$ cat config.mk
export PLATFORM = sky130hd
export DESIGN_NAME = sec_alarm_top
export DESIGN_NICKNAME = d
export VERILOG_FILES = /design/src/rtl/sa_pkg.sv /design/src/rtl/alarm_countdown.sv /design/src/rtl/alarm_flag.sv /design/src/rtl/sa_regs.sv /design/src/rtl/sec_alarm_top.sv
export SDC_FILE = /design/constraint.sdc
export NUM_CORES = 1
export LEC_CHECK = 0
export BUFFER_PORTS_ARGS = -buffer_cell sky130_fd_sc_hd__buf_2
export CORE_MARGIN = 10
export CORE_UTILIZATION = 60
export CTS_CLUSTER_SIZE = 8
export DETAILED_ROUTE_END_ITERATION = 7
export GPL_TIMING_DRIVEN = 0
export HOLD_SLACK_MARGIN = 0.02
export PLACE_DENSITY = 0.87
export SKIP_LAST_GASP = 1
export SYNTH_ARGS = -nofsm -noshare
export SYNTH_HDL_FRONTEND = slang
export SYNTH_SLANG_ARGS = --single-unit
$ cat constraint.sdc
create_clock -name clk -period 3.65 [get_ports clk]
set_input_delay 0.365 -clock clk [delete_from_list [all_inputs] [get_ports clk]]
set_output_delay 0.365 -clock clk [all_outputs]
set_load 0.1 [all_outputs]
$ cat src/rtl/sa_pkg.sv
package sa_pkg;
  localparam int ADDR_W = 8;
  localparam int DATA_W = 32;

  localparam logic [ADDR_W-1:0] OFF_LOAD    = 8'h20;
  localparam logic [ADDR_W-1:0] OFF_CUR     = 8'h24;
  localparam logic [ADDR_W-1:0] OFF_RUN     = 8'h28;
  localparam logic [ADDR_W-1:0] OFF_IEN     = 8'h2C;
  localparam logic [ADDR_W-1:0] OFF_PEND    = 8'h30;
  localparam logic [ADDR_W-1:0] OFF_M_RUN   = 8'h44;
  localparam logic [ADDR_W-1:0] OFF_M_IEN   = 8'h48;
  localparam logic [ADDR_W-1:0] OFF_M_PEND  = 8'h4C;
  localparam logic [ADDR_W-1:0] OFF_WAKECFG = 8'h50;

  localparam int NSRC = 2;

  typedef struct packed {
    logic            wake_cfg;
    logic [NSRC-1:0] ien;
    logic [NSRC-1:0] run;
  } ctl_t;
endpackage

$ cat src/rtl/alarm_countdown.sv
module alarm_countdown #(
  parameter int CNT_W = 32
) (
  input  logic             clk,
  input  logic             rst,
  input  logic             load_i,
  input  logic [CNT_W-1:0] load_val_i,
  input  logic             run_i,
  input  logic             tick_i,
  output logic [CNT_W-1:0] cnt_o,
  output logic             expire_o
);
  localparam logic [CNT_W-1:0] ONE = CNT_W'(1);

  logic [CNT_W-1:0] cnt_q;
  logic             step;

  assign step     = tick_i && run_i && (cnt_q != '0) && !load_i;
  assign expire_o = step && (cnt_q == ONE);
  assign cnt_o    = cnt_q;

  always_ff @(posedge clk) begin
    if (rst)         cnt_q <= '0;
    else if (load_i) cnt_q <= load_val_i;
    else if (step)   cnt_q <= cnt_q - ONE;
  end

  assert_hold_idle_R3: assert property (@(posedge clk) disable iff (rst)
    (!load_i && !(tick_i && run_i)) |=> $stable(cnt_o));
  assert_rest_zero_R4: assert property (@(posedge clk) disable iff (rst)
    (cnt_o == '0 && !load_i) |=> (cnt_o == '0));
  assert_expire_zero_R4: assert property (@(posedge clk) disable iff (rst)
    expire_o |=> (cnt_o == '0));
  assert_load_wins_R11: assert property (@(posedge clk) disable iff (rst)
    (load_i && tick_i) |=> (cnt_o == $past(load_val_i)));
endmodule

$ cat src/rtl/alarm_flag.sv
module alarm_flag (
  input  logic clk,
  input  logic rst,
  input  logic set_i,
  input  logic clr_i,
  output logic flag_o
);
  logic flag_q;

  always_ff @(posedge clk) begin
    if (rst)        flag_q <= 1'b0;
    else if (set_i) flag_q <= 1'b1;
    else if (clr_i) flag_q <= 1'b0;
  end

  assign flag_o = flag_q;

  assert_set_wins_R6: assert property (@(posedge clk) disable iff (rst)
    set_i |=> flag_o);
  assert_w1c_R5: assert property (@(posedge clk) disable iff (rst)
    (clr_i && !set_i) |=> !flag_o);
  assert_no_spurious_R4: assert property (@(posedge clk) disable iff (rst)
    (!set_i && !flag_o) |=> !flag_o);
endmodule

$ cat src/rtl/sa_regs.sv
module sa_regs
  import sa_pkg::*;
#(
  parameter int CNT_W = 32
) (
  input  logic               clk,
  input  logic               rst,
  input  logic               wr_en_i,
  input  logic               rd_en_i,
  input  logic [ADDR_W-1:0]  addr_i,
  input  logic [DATA_W-1:0]  wdata_i,
  input  logic [CNT_W-1:0]   cnt_i,
  input  logic [NSRC-1:0]    pend_i,
  output ctl_t               ctl_o,
  output logic               load_o,
  output logic [CNT_W-1:0]   load_val_o,
  output logic [NSRC-1:0]    clr_o,
  output logic [DATA_W-1:0]  rdata_o
);
  ctl_t              ctl_q;
  logic [CNT_W-1:0]  load_q;
  logic [DATA_W-1:0] rd_mux;
  logic [DATA_W-1:0] rdata_q;

  assign load_o     = wr_en_i && (addr_i == OFF_LOAD);
  assign load_val_o = wdata_i[CNT_W-1:0];
  assign clr_o[0]   = wr_en_i && (addr_i == OFF_PEND)   && wdata_i[0];
  assign clr_o[1]   = wr_en_i && (addr_i == OFF_M_PEND) && wdata_i[0];

  always_ff @(posedge clk) begin
    if (rst) begin
      ctl_q  <= '0;
      load_q <= '0;
    end else if (wr_en_i) begin
      case (addr_i)
        OFF_LOAD:    load_q         <= wdata_i[CNT_W-1:0];
        OFF_RUN:     ctl_q.run[0]   <= wdata_i[0];
        OFF_IEN:     ctl_q.ien[0]   <= wdata_i[0];
        OFF_M_RUN:   ctl_q.run[1]   <= wdata_i[0];
        OFF_M_IEN:   ctl_q.ien[1]   <= wdata_i[0];
        OFF_WAKECFG: ctl_q.wake_cfg <= wdata_i[0];
        default: ;
      endcase
    end
  end

  always_comb begin
    rd_mux = '0;
    case (addr_i)
      OFF_LOAD:    rd_mux = DATA_W'(load_q);
      OFF_CUR:     rd_mux = DATA_W'(cnt_i);
      OFF_RUN:     rd_mux[0] = ctl_q.run[0];
      OFF_IEN:     rd_mux[0] = ctl_q.ien[0];
      OFF_PEND:    rd_mux[0] = pend_i[0];
      OFF_M_RUN:   rd_mux[0] = ctl_q.run[1];
      OFF_M_IEN:   rd_mux[0] = ctl_q.ien[1];
      OFF_M_PEND:  rd_mux[0] = pend_i[1];
      OFF_WAKECFG: rd_mux[0] = ctl_q.wake_cfg;
      default:     rd_mux = '0;
    endcase
  end

  always_ff @(posedge clk) begin
    if (rst)          rdata_q <= '0;
    else if (rd_en_i) rdata_q <= rd_mux;
  end

  assign ctl_o   = ctl_q;
  assign rdata_o = rdata_q;

  assert_rdata_hold_R10: assert property (@(posedge clk) disable iff (rst)
    !rd_en_i |=> $stable(rdata_o));
endmodule

$ cat src/rtl/sec_alarm_top.sv
module sec_alarm_top
  import sa_pkg::*;
#(
  parameter int CNT_W = 32
) (
  input  logic              clk,
  input  logic              rst,
  input  logic              tick_i,
  input  logic              match_i,
  input  logic              wr_en_i,
  input  logic              rd_en_i,
  input  logic [ADDR_W-1:0] addr_i,
  input  logic [DATA_W-1:0] wdata_i,
  output logic [DATA_W-1:0] rdata_o,
  output logic              irq_o,
  output logic              wake_o
);
  ctl_t             ctl;
  logic             load;
  logic [CNT_W-1:0] load_val;
  logic [CNT_W-1:0] cnt;
  logic             expire;
  logic [NSRC-1:0]  clr;
  logic [NSRC-1:0]  setv;
  logic [NSRC-1:0]  pend;
  logic             irq_q;
  logic             wake_q;

  sa_regs #(.CNT_W(CNT_W)) u_regs (
    .clk(clk), .rst(rst), .wr_en_i(wr_en_i), .rd_en_i(rd_en_i),
    .addr_i(addr_i), .wdata_i(wdata_i), .cnt_i(cnt), .pend_i(pend),
    .ctl_o(ctl), .load_o(load), .load_val_o(load_val), .clr_o(clr),
    .rdata_o(rdata_o)
  );

  alarm_countdown #(.CNT_W(CNT_W)) u_cnt (
    .clk(clk), .rst(rst), .load_i(load), .load_val_i(load_val),
    .run_i(ctl.run[0]), .tick_i(tick_i), .cnt_o(cnt), .expire_o(expire)
  );

  assign setv[0] = expire;
  assign setv[1] = match_i && ctl.run[1];

  for (genvar s = 0; s < NSRC; s++) begin : g_flag
    alarm_flag u_flag (
      .clk(clk), .rst(rst), .set_i(setv[s]), .clr_i(clr[s]), .flag_o(pend[s])
    );
  end

  always_ff @(posedge clk) begin
    if (rst) begin
      irq_q  <= 1'b0;
      wake_q <= 1'b0;
    end else begin
      irq_q  <= |(pend & ctl.ien);
      wake_q <= pend[0] && ctl.wake_cfg;
    end
  end

  assign irq_o  = irq_q;
  assign wake_o = wake_q;

  assert_irq_rise_R7: assert property (@(posedge clk) disable iff (rst)
    (pend[0] && ctl.ien[0]) |=> irq_o);
  assert_irq_quiet_R7: assert property (@(posedge clk) disable iff (rst)
    (pend == '0) |=> !irq_o);
  assert_wake_rise_R8: assert property (@(posedge clk) disable iff (rst)
    (pend[0] && ctl.wake_cfg) |=> wake_o);
  assert_wake_quiet_R8: assert property (@(posedge clk) disable iff (rst)
    !pend[0] |=> !wake_o);
  assert_match_gated_R9: assert property (@(posedge clk) disable iff (rst)
    (match_i && !ctl.run[1] && !pend[1]) |=> !pend[1]);
endmodule

# Word level (Yosys, flattened, before mapping)
# Index checks and enable logic that the tools add are counted.
dict set report classes {
  add_sub_neg 1
  eq_ne 10
  muxes 8
  bitwise 1
  reduce_logical 23
}
# op n
set ops {}
lappend ops {{32-bit 2-to-1 mux} 2}
lappend ops {{31-bit one-hot mux with 2 select lines} 1}
lappend ops {{8-bit by 6-bit == test with 1-bit output (second input constant)} 5}
lappend ops {{32-bit by 1-bit == test with 1-bit output (second input constant)} 1}
lappend ops {{8-bit by 7-bit == test with 1-bit output (second input constant)} 4}
lappend ops {{32-bit nonzero test} 1}
lappend ops {{32-bit by 1-bit subtractor with 32-bit output (second input constant)} 1}
lappend ops {{2-bit AND reduction} 6}
lappend ops {{1-bit logical AND} 11}
lappend ops {{1-bit one-hot mux with 9 select lines} 1}
lappend ops {{2-bit nonzero test} 3}
lappend ops {{1-bit 2-to-1 mux} 4}
lappend ops {{2-bit bitwise AND} 1}
lappend ops {{2-bit OR reduction} 1}
lappend ops {{1-bit logical NOT} 1}
dict set report totals {
  reg_bits 105
  inputBits 46
  output_inout_bits 34
  word_cells 55
}

# Depth between registers and ports, before layout
# Gate-level depths: netlist (run 1).
dict set report logic_depth {
  word_depth 6
  depth_mapped 9
  depth_no_buf 8
}

# Hierarchy
# From an unflattened synthesis (run 1), not the netlist that was laid out.
dict set report hier_totals {
  cells_unflattened 646
  hier_area_um2 5320.1
}
# module n_inst cells_each area_per_inst_um2 seq_area_each_um2
set modules_own_cells {}
lappend modules_own_cells {sa_regs 1 400 3201.8 1381.3}
lappend modules_own_cells {alarm_countdown 1 231 1975.6 640.6}
lappend modules_own_cells {alarm_flag 2 4 38.8 20.0}
lappend modules_own_cells {sec_alarm_top 1 7 65.1 40.0}

# Worst setup path before layout (run 1)
# No wires, ideal clock.
dict set report synth_path {
  path_kind {register -> register}
  startpoint {register u_cnt.cnt_q[0] (netlist: u_cnt.cnt_o[0])}
  endpoint {register u_cnt.cnt_q[9] (netlist: u_cnt.cnt_o[9])}
  setup_time_ns 0.086
  arrival_time_ns 2.123
  t_required_ns 3.564
  setup_slack_ns 1.442
  stages_incl_launch_ff 10
  path_buffers 1
  period_less_slack_ns 2.208
  cell_sequence {dfxtp_1 -> inv_1 -> ha_1 -> or3b_2 -> nor2b_1 -> a41o_4 -> buf_8 -> nor4_1 -> xnor2_1 -> a211oi_1}
}
dict set report synth_between {
  elab_chain_cells 4
  elab_cells_between_ends 7
  cone_classes {add/sub (1); mux (2); reduce/logical (4)}
}
# item line
set synth_rtl {}
lappend synth_rtl {{start, declared} alarm_countdown.sv:15} ;# logic [CNT_W-1:0] cnt_q;
lappend synth_rtl {{start signal, assigned} alarm_countdown.sv:24} ;# else if (load_i) cnt_q <= load_val_i;
lappend synth_rtl {{start signal, assigned} alarm_countdown.sv:25} ;# else if (step) cnt_q <= cnt_q - ONE;
lappend synth_rtl {{parallel branches: the longest is 4 deep, another holds 32-bit by 1-bit subtractor with 32-bit output} --}
# Several ways; the timed one is not identified. The select of a mux whose other input is x is not followed.
# A chain may end at the register's enable or synchronous reset.

# Final worst setup path (run 1)
dict set report layout_path {
  startpoint {register u_cnt.cnt_q[0] (netlist: u_cnt.cnt_o[0])}
  endpoint {register u_cnt.cnt_q[27] (netlist: u_cnt.cnt_o[27])}
}
# Same word-level chain as after synthesis.

==> results of run 1 <==
==> power by group <==
part | switching, mW | leakage, nW | internal [mW]
sequential | 0.00935 | 0.851 | 1.16
clock | 0.393 | 0.102 | 0.383
combinational | 0.208 | 1.05 | 0.0535
total | 0.610 | 2.00 | 1.60
==> cells by family (layout without fill, tap and decap cells) <==
group / after synthesis / in the layout / share of synthesized area
and+or+nand+nor: 230 / 230 / 0.239
AOI/OAI and AO/OA: 144 / 144 / 0.218
buffers and inverters: 47 / 138 / 0.0422
adders and majority gates: 2 / 2 / 0.00521
muxes: 5 / 5 / 0.0104
DFF: 105 / 105 / 0.438
xor gates and xnor gates: 26 / 26 / 0.0474
==> stage by stage <==
| stage | area [um^2] | worst slack [ps] | power, mW | cells | hold slack (ps) |
|---|---|---|---|---|---|
| floorplan | 4800 | 1440 | 1.39 | 559 | 422 |
| global placement | 5310 | 1130 | 1.45 | 737 | 440 |
| detailed placement | 5310 | 1070 | 1.46 | 737 | 447 |
| CTS | 5520 | 1050 | 2.21 | 752 | 229 |
| global route | 5520 | 815 | 2.27 | 752 | 240 |
| finish | 5520 | 990 | 2.21 | 752 | 233 |
==> final cells by class <==
cell class,count,area [um^2],share of cell area
Inverter,2,7.51,0.00136
Clock buffer,10,128,0.0231
Clock inverter,5,81.3,0.0147
Tap cell,102,128,0.0231
Sequential cell,105,2100,0.381
Buffer,45,195,0.0354
Multi-Input combinational cell,407,2490,0.452
Timing Repair Buffer,76,380,0.0689
==> worst max-delay path, delay by kind of cell, from the launching register on <==
kind,cells,cell delay (ps)
AOI/OAI and AO/OA,2,590
xor gates and xnor gates,1,80
adders and majority gates,1,200
buffers and inverters,2,360
DFF,1,370
and+or+nand+nor,3,960
==> state kept, by name, indices dropped and copies added, names as in the netlist <==
signal	flops
u_cnt.cnt_o	32
u_regs.load_q	32
u_regs.rdata_o	32
u_regs.ctl_o	5
g_flag.u_flag.flag_o	2
irq_o	1
wake_o	1
==> worst max-delay path by stage <==
stage	from	endpoint	slack (ps)
4_1_cts	u_cnt.cnt_o[0]	u_cnt.cnt_o[23]	1050
3_3_place_gp	u_cnt.cnt_o[0]	u_cnt.cnt_o[25]	1130
3_5_place_dp	addr_i[4]	u_regs.rdata_o[21]	1070
2_1_floorplan	u_cnt.cnt_o[0]	u_cnt.cnt_o[9]	1440
5_1_grt	u_cnt.cnt_o[0]	u_cnt.cnt_o[23]	810
6_report	u_cnt.cnt_o[0]	u_cnt.cnt_o[27]	990
==> Yosys cell counts (all sizes together) (6+ instances only) <==
master	count
a211oi	54
a21oi	35
a22oi	33
clkbuf	41
dfxtp	105
nand2	74
nand3	17
nor2	77
nor3	12
nor4	13
or3	6
xnor2	16
xor2	10
==> layer usage <==
| metal | vias up | wire length (um) | track usage |
|---|---|---|---|
| met1 | 2214 | 5430 | 0.273 |
| li1 | 2195 | - | - |
| met2 | 202 | 6630 | 0.379 |
| met4 | 0 | 313 | 0.0874 |
| met5 | - | 0 | 0 |
| met3 | 33 | 1110 | 0.0515 |
==> run_results.csv, run 1 <==
group,metric,value,unit
timing,fin_tns_setup,0,ps
synth,synth_edf_count,0,
worst_setup_path,cpMaxStageDelayCell,"or3b_2",
flow_run,cap_violations,0,
synth,avgSynthCellArea,8.59,um^2
pwr,leakage,2.00,nW
pwr,ir_worst_vdd,0.207,mV
global_routing,grt-ovfl-total,0,
detailed_routing,routed_wl,13.5,mm
floorplanning,rows,32,
timing,fmax,376,MHz
floorplanning,start_util,0.618,
placed_design,gp_congestion,0.932,
cts,hold_buffers,0,
floorplanning,die_h,109,um
timing,slew_headroom,0.547,
timing,fin_crit,2660,ps
detailed_routing,dr.pass1.iters,5,
detailed_routing,drc,0,
synth,yosys_warnings,0,
timing,rsz0062_at_grt,"false",
worst_hold_path,hold_path.class,"primary input to flip-flop",
detailed_routing,viasPerCell,6.18,
timing,finalClockSkew,9.29,ps
synth,synth_seq_area_share,0.438,
synth,synth_area_leaders,"dfxtp_1, a211oi_1, nor2_1",
cts,cts_tree,"built",
layout,final_common_cell,"dfxtp_1",
worst_setup_path,crit_arrival,2930,ps
layout,area_growth,14.9,%
worst_hold_path,hp-start,"wdata_i[17]",
cts,cts_buffers,9,
cts,cts.repair.resized,0,
worst_setup_path,slowest_delay,500,ps
placed_design,port_buffers,76,
cts,cts.sinks,105,
cts,ctsHtreeMaxLevel,3,
global_routing,grt_pass1_wl,21.8,mm
worst_setup_path,r2r_setup_slack,990,ps
synth,synth_top_cell_by_area,"dfxtp_1",
worst_setup_path,worst_setup_path_end_kind,"flip-flop",
timing,hold_violations,0,
detailed_routing,drt_iter0_markers,414,
worst_setup_path,startpoint_type,"flip-flop",
floorplanning,design.die.area,12000,um^2
global_routing,grt_pass1_vias,4562,
synth,synth_fp_nets,607,
placed_design,dp_hpwl,9.98,mm
floorplanning,num_io_pins,80,
timing,worst_pin_slew,670,ps
worst_hold_path,whs_endpoint,"u_regs.load_q[17]",
layout,final_cell_mix,"dfxtp_1, nor2_1, buf_2",
timing,period_share,0.729,
status,status,"completed",
global_routing,antenna_found_initial,0,
global_routing,grt_start_max_net_pins,17,
cts,cts_setup_buffers,0,
worst_setup_path,cp.required,3920,ps
detailed_routing,wire_per_inst,17.9,um
worst_setup_path,reg2regPathDepth,9,
layout,final_nets,694,
layout,final_util,0.710,
worst_setup_path,r2r-start,"u_cnt.cnt_o[0]",
worst_setup_path,path_cells,"inv_1 > ha_1 > or3b_2 > nor2b_1 > a41oi_1 > buf_6 > nand2_1 > xor2_1 > a211oi_1",
cts,clkTransAtPathRegs,100,ps
worst_hold_path,hold_path_depth,3,
layout,fillers,635,
detailed_routing,vias,4644,
cts,insertion_delay,370,ps
floorplanning,coreArea,7770,um^2
worst_setup_path,r2r_end,"u_cnt.cnt_o[27]",
synth,syn_area,4800,um^2
pwr,powerDensity,401,nW/um^2
synth,synth.distinct_cells,56,
synth,ys_ff_latch,105,
timing,setup_viol,0,
synth,synth_top_cell_area_share,0.438,
detailed_routing,drtAntennaViolNets,0,
layout,diodes,0,
floorplanning,die_x,109,um
cts,clk_path_buf_depth,2,
timing,slew_viol_final,0,
worst_setup_path,critical_path_class,"flip-flop to flip-flop",
cts,cts_root_buf,"clkbuf_8",
synth,async_flop_share,0,
synth,synth_cells,559,
synth,ys.flop_type,"dfxtp_1",
global_routing,grt.total_usage,0.225,
layout,drive_above_1_share,0.174,
worst_setup_path,crit_fanout,10,
(Power assumes the default switching activity.)
==> inputs of run 2 (changes only) <==
--- a/config.mk
+++ b/config.mk
@@ -7,12 +7,12 @@
 export LEC_CHECK = 0
 export BUFFER_PORTS_ARGS = -buffer_cell sky130_fd_sc_hd__buf_2
 export CORE_MARGIN = 10
-export CORE_UTILIZATION = 60
+export CORE_UTILIZATION = 51
 export CTS_CLUSTER_SIZE = 8
 export DETAILED_ROUTE_END_ITERATION = 7
 export GPL_TIMING_DRIVEN = 0
 export HOLD_SLACK_MARGIN = 0.02
-export PLACE_DENSITY = 0.87
+export PLACE_DENSITY = 0.79
 export SKIP_LAST_GASP = 1
 export SYNTH_ARGS = -nofsm -noshare
 export SYNTH_HDL_FRONTEND = slang
==> constraint.sdc (replaced) <==
create_clock -name clk -period 2.31 [get_ports clk]
set_input_delay 0.231 -clock clk [delete_from_list [all_inputs] [get_ports clk]]
set_output_delay 0.231 -clock clk [all_outputs]
set_load 0.1 [all_outputs]
==> run_results.csv, run 2 (synthesis results as in run 1) <==
group,metric,value,unit
status,status,"completed",
layout,layoutNonFillerInstCount,769,
worst_setup_path,crit_arrival,2550,ps
timing,rsz0062_at_grt,"true",
worst_setup_path,path_delay_family,"simple AND/OR/NAND/NOR gates",
cts,cts_buffers,9,
layout,final_nets,702,
global_routing,grt_start_max_net_pins,18,
global_routing,grt_pass1_wl,21.2,mm
timing,worst_pin_slew,746,ps
cts,cts_root_buf,"clkbuf_8",
pwr,clkPwrFrac,0.321,
timing,finalClockSkew,10.5,ps
cts,cts.sinks,105,
placed_design,placed_cells,746,
layout,diodes,0,
timing,setup_viol,0,
placed_design,port_buffers,76,
layout,drive_above_1_share,0.202,
timing,holdWs,93.6,ps
worst_setup_path,startpoint_type,"flip-flop",
detailed_routing,vias,4579,
global_routing,grt_pass1_vias,4399,
detailed_routing,drtAntennaViolNets,0,
placed_design,dp_worst_setup_slack,-284,ps
detailed_routing,drt_iter0_markers,311,
floorplanning,num_io_pins,80,
floorplanning,coreArea,9200,um^2
detailed_routing,dr.max_layer_used,"met4",
global_routing,grt.total_usage,0.194,
worst_setup_path,critical_path_class,"flip-flop to flip-flop",
placed_design,placed_area,5320,um^2
timing,hold_violations,0,
pwr,p_seq_frac,0.554,
placed_design,gp_congestion,0.898,
detailed_routing,viasPerCell,5.95,
worst_hold_path,hold_path.class,"primary input to flip-flop",
floorplanning,rows,35,
cts,insertion_delay,370,ps
worst_setup_path,crit_buf_inv,1,
timing,slew_headroom,0.496,
floorplanning,die_h,117,um
timing,period_share,0.977,
pwr,power.total,3.34,mW
pwr,p_int,2.35,mW
layout,final_util,0.612,
cts,clk_path_buf_depth,2,
timing,fin_crit,2260,ps
detailed_routing,wl_met1,5.77,mm
timing,worst_slack,53.8,ps
global_routing,grt-ovfl-total,0,
layout,final_cell_mix,"dfxtp_1, nor2_1, buf_2",
cts,cts_tree,"built",
pwr,powerDensity,593,nW/um^2
worst_setup_path,crit_fanout,10,
floorplanning,start_util,0.522,
pwr,ir_worst_vdd,0.294,mV
floorplanning,design.die.area,13700,um^2
detailed_routing,routed-wl-met3,890,um
worst_setup_path,slowest_delay,590,ps
flow_run,cap_violations,0,
detailed_routing,drc,0,
detailed_routing,routed_wl,13.5,mm
pwr,sw_frac_of_total,0.297,
detailed_routing,wire_per_inst,17.6,um
worst_setup_path,cpMaxStageDelayCell,"or4_4",
global_routing,antenna_found_initial,0,
cts,hold_buffers,0,
worst_setup_path,cp.required,2610,ps
placed_design,dp_hpwl,9.98,mm
timing,fmax,443,MHz
cts,clkTransAtPathRegs,100,ps
worst_setup_path,worst_setup_path_end_kind,"flip-flop",
detailed_routing,dr_wl_met2,6.55,mm
timing,fin_tns_setup,0,ps
layout,final_common_cell,"dfxtp_1",
timing,slew_viol_final,0,
layout,stdcell_area,5630,um^2
cts,ctsHtreeMaxLevel,3,
floorplanning,die_x,117,um
layout,area_growth,17.3,%
detailed_routing,dr.pass1.iters,5,
pwr,combPwrFrac,0.124,
worst_setup_path,path_cells,"or4_4 > nor3_4 > a41o_4 > buf_8 > nor4_1 > xnor2_1 > a211oi_1",
pwr,leakage,2.04,nW
pwr,switchingPower,0.992,mW
-- run 2: path summary, 6_finish.rpt --
kind                    startpoint                 to  slack, ps  depth (start not counted)
setup / recovery   u_cnt.cnt_o[17]    u_cnt.cnt_o[14]         50                          7
hold / removal         wdata_i[12]  u_regs.load_q[12]         90                          3
setup reg to reg   u_cnt.cnt_o[17]    u_cnt.cnt_o[14]         50                          7
hold reg to reg   u_regs.load_q[6]   u_regs.load_q[6]        460                          2
-- run 2: layer usage --
metal	vias up	GRT usage
li1	2208	-
met1	2150	0.242
met2	194	0.327
met3	27	0.0311
met4	0	0.0758
met5	-	0
-- run 2: power by group through the flow --
| stage | sequential, mW | clock (mW) | combinational (mW) |
|---|---|---|---|
| 6_report | 1.85 | 1.07 | 0.415 |
| 5_1_grt | 1.86 | 1.16 | 0.438 |
| 4_1_cts | 1.85 | 1.07 | 0.412 |
| 3_5_place_dp | 1.89 | 0 | 0.410 |
| 3_3_place_gp | 1.89 | 0 | 0.405 |
| 2_1_floorplan | 2.09 | 0 | 0.104 |
-- run 2: repair_timing --
item,in CTS,in global routing
cloned,0,0
endpoints found under the setup margin,24,29
pin swaps,1,10
buffers inserted,3,6
gates resized for setup,4,14
-- run 2: area by class of cell --
cell class,count,area (um^2)
plain buffers,44,185
clock inverters,5,40.0
repair buffers,85,448
inverters,2,7.51
multi-input cells,407,2560
fillers,819,3570
clock buffers,10,138
well taps,111,139
flip-flops and latches,105,2110
-- run 2: worst reg2reg max path, stage by stage, from the launching register on --
cell and delay [ps]:
dfxtp_2 360, or4_4 590, nor3_4 350, a41o_4 290, buf_8 140, nor4_1 70, xnor2_1 150, a211oi_1 230
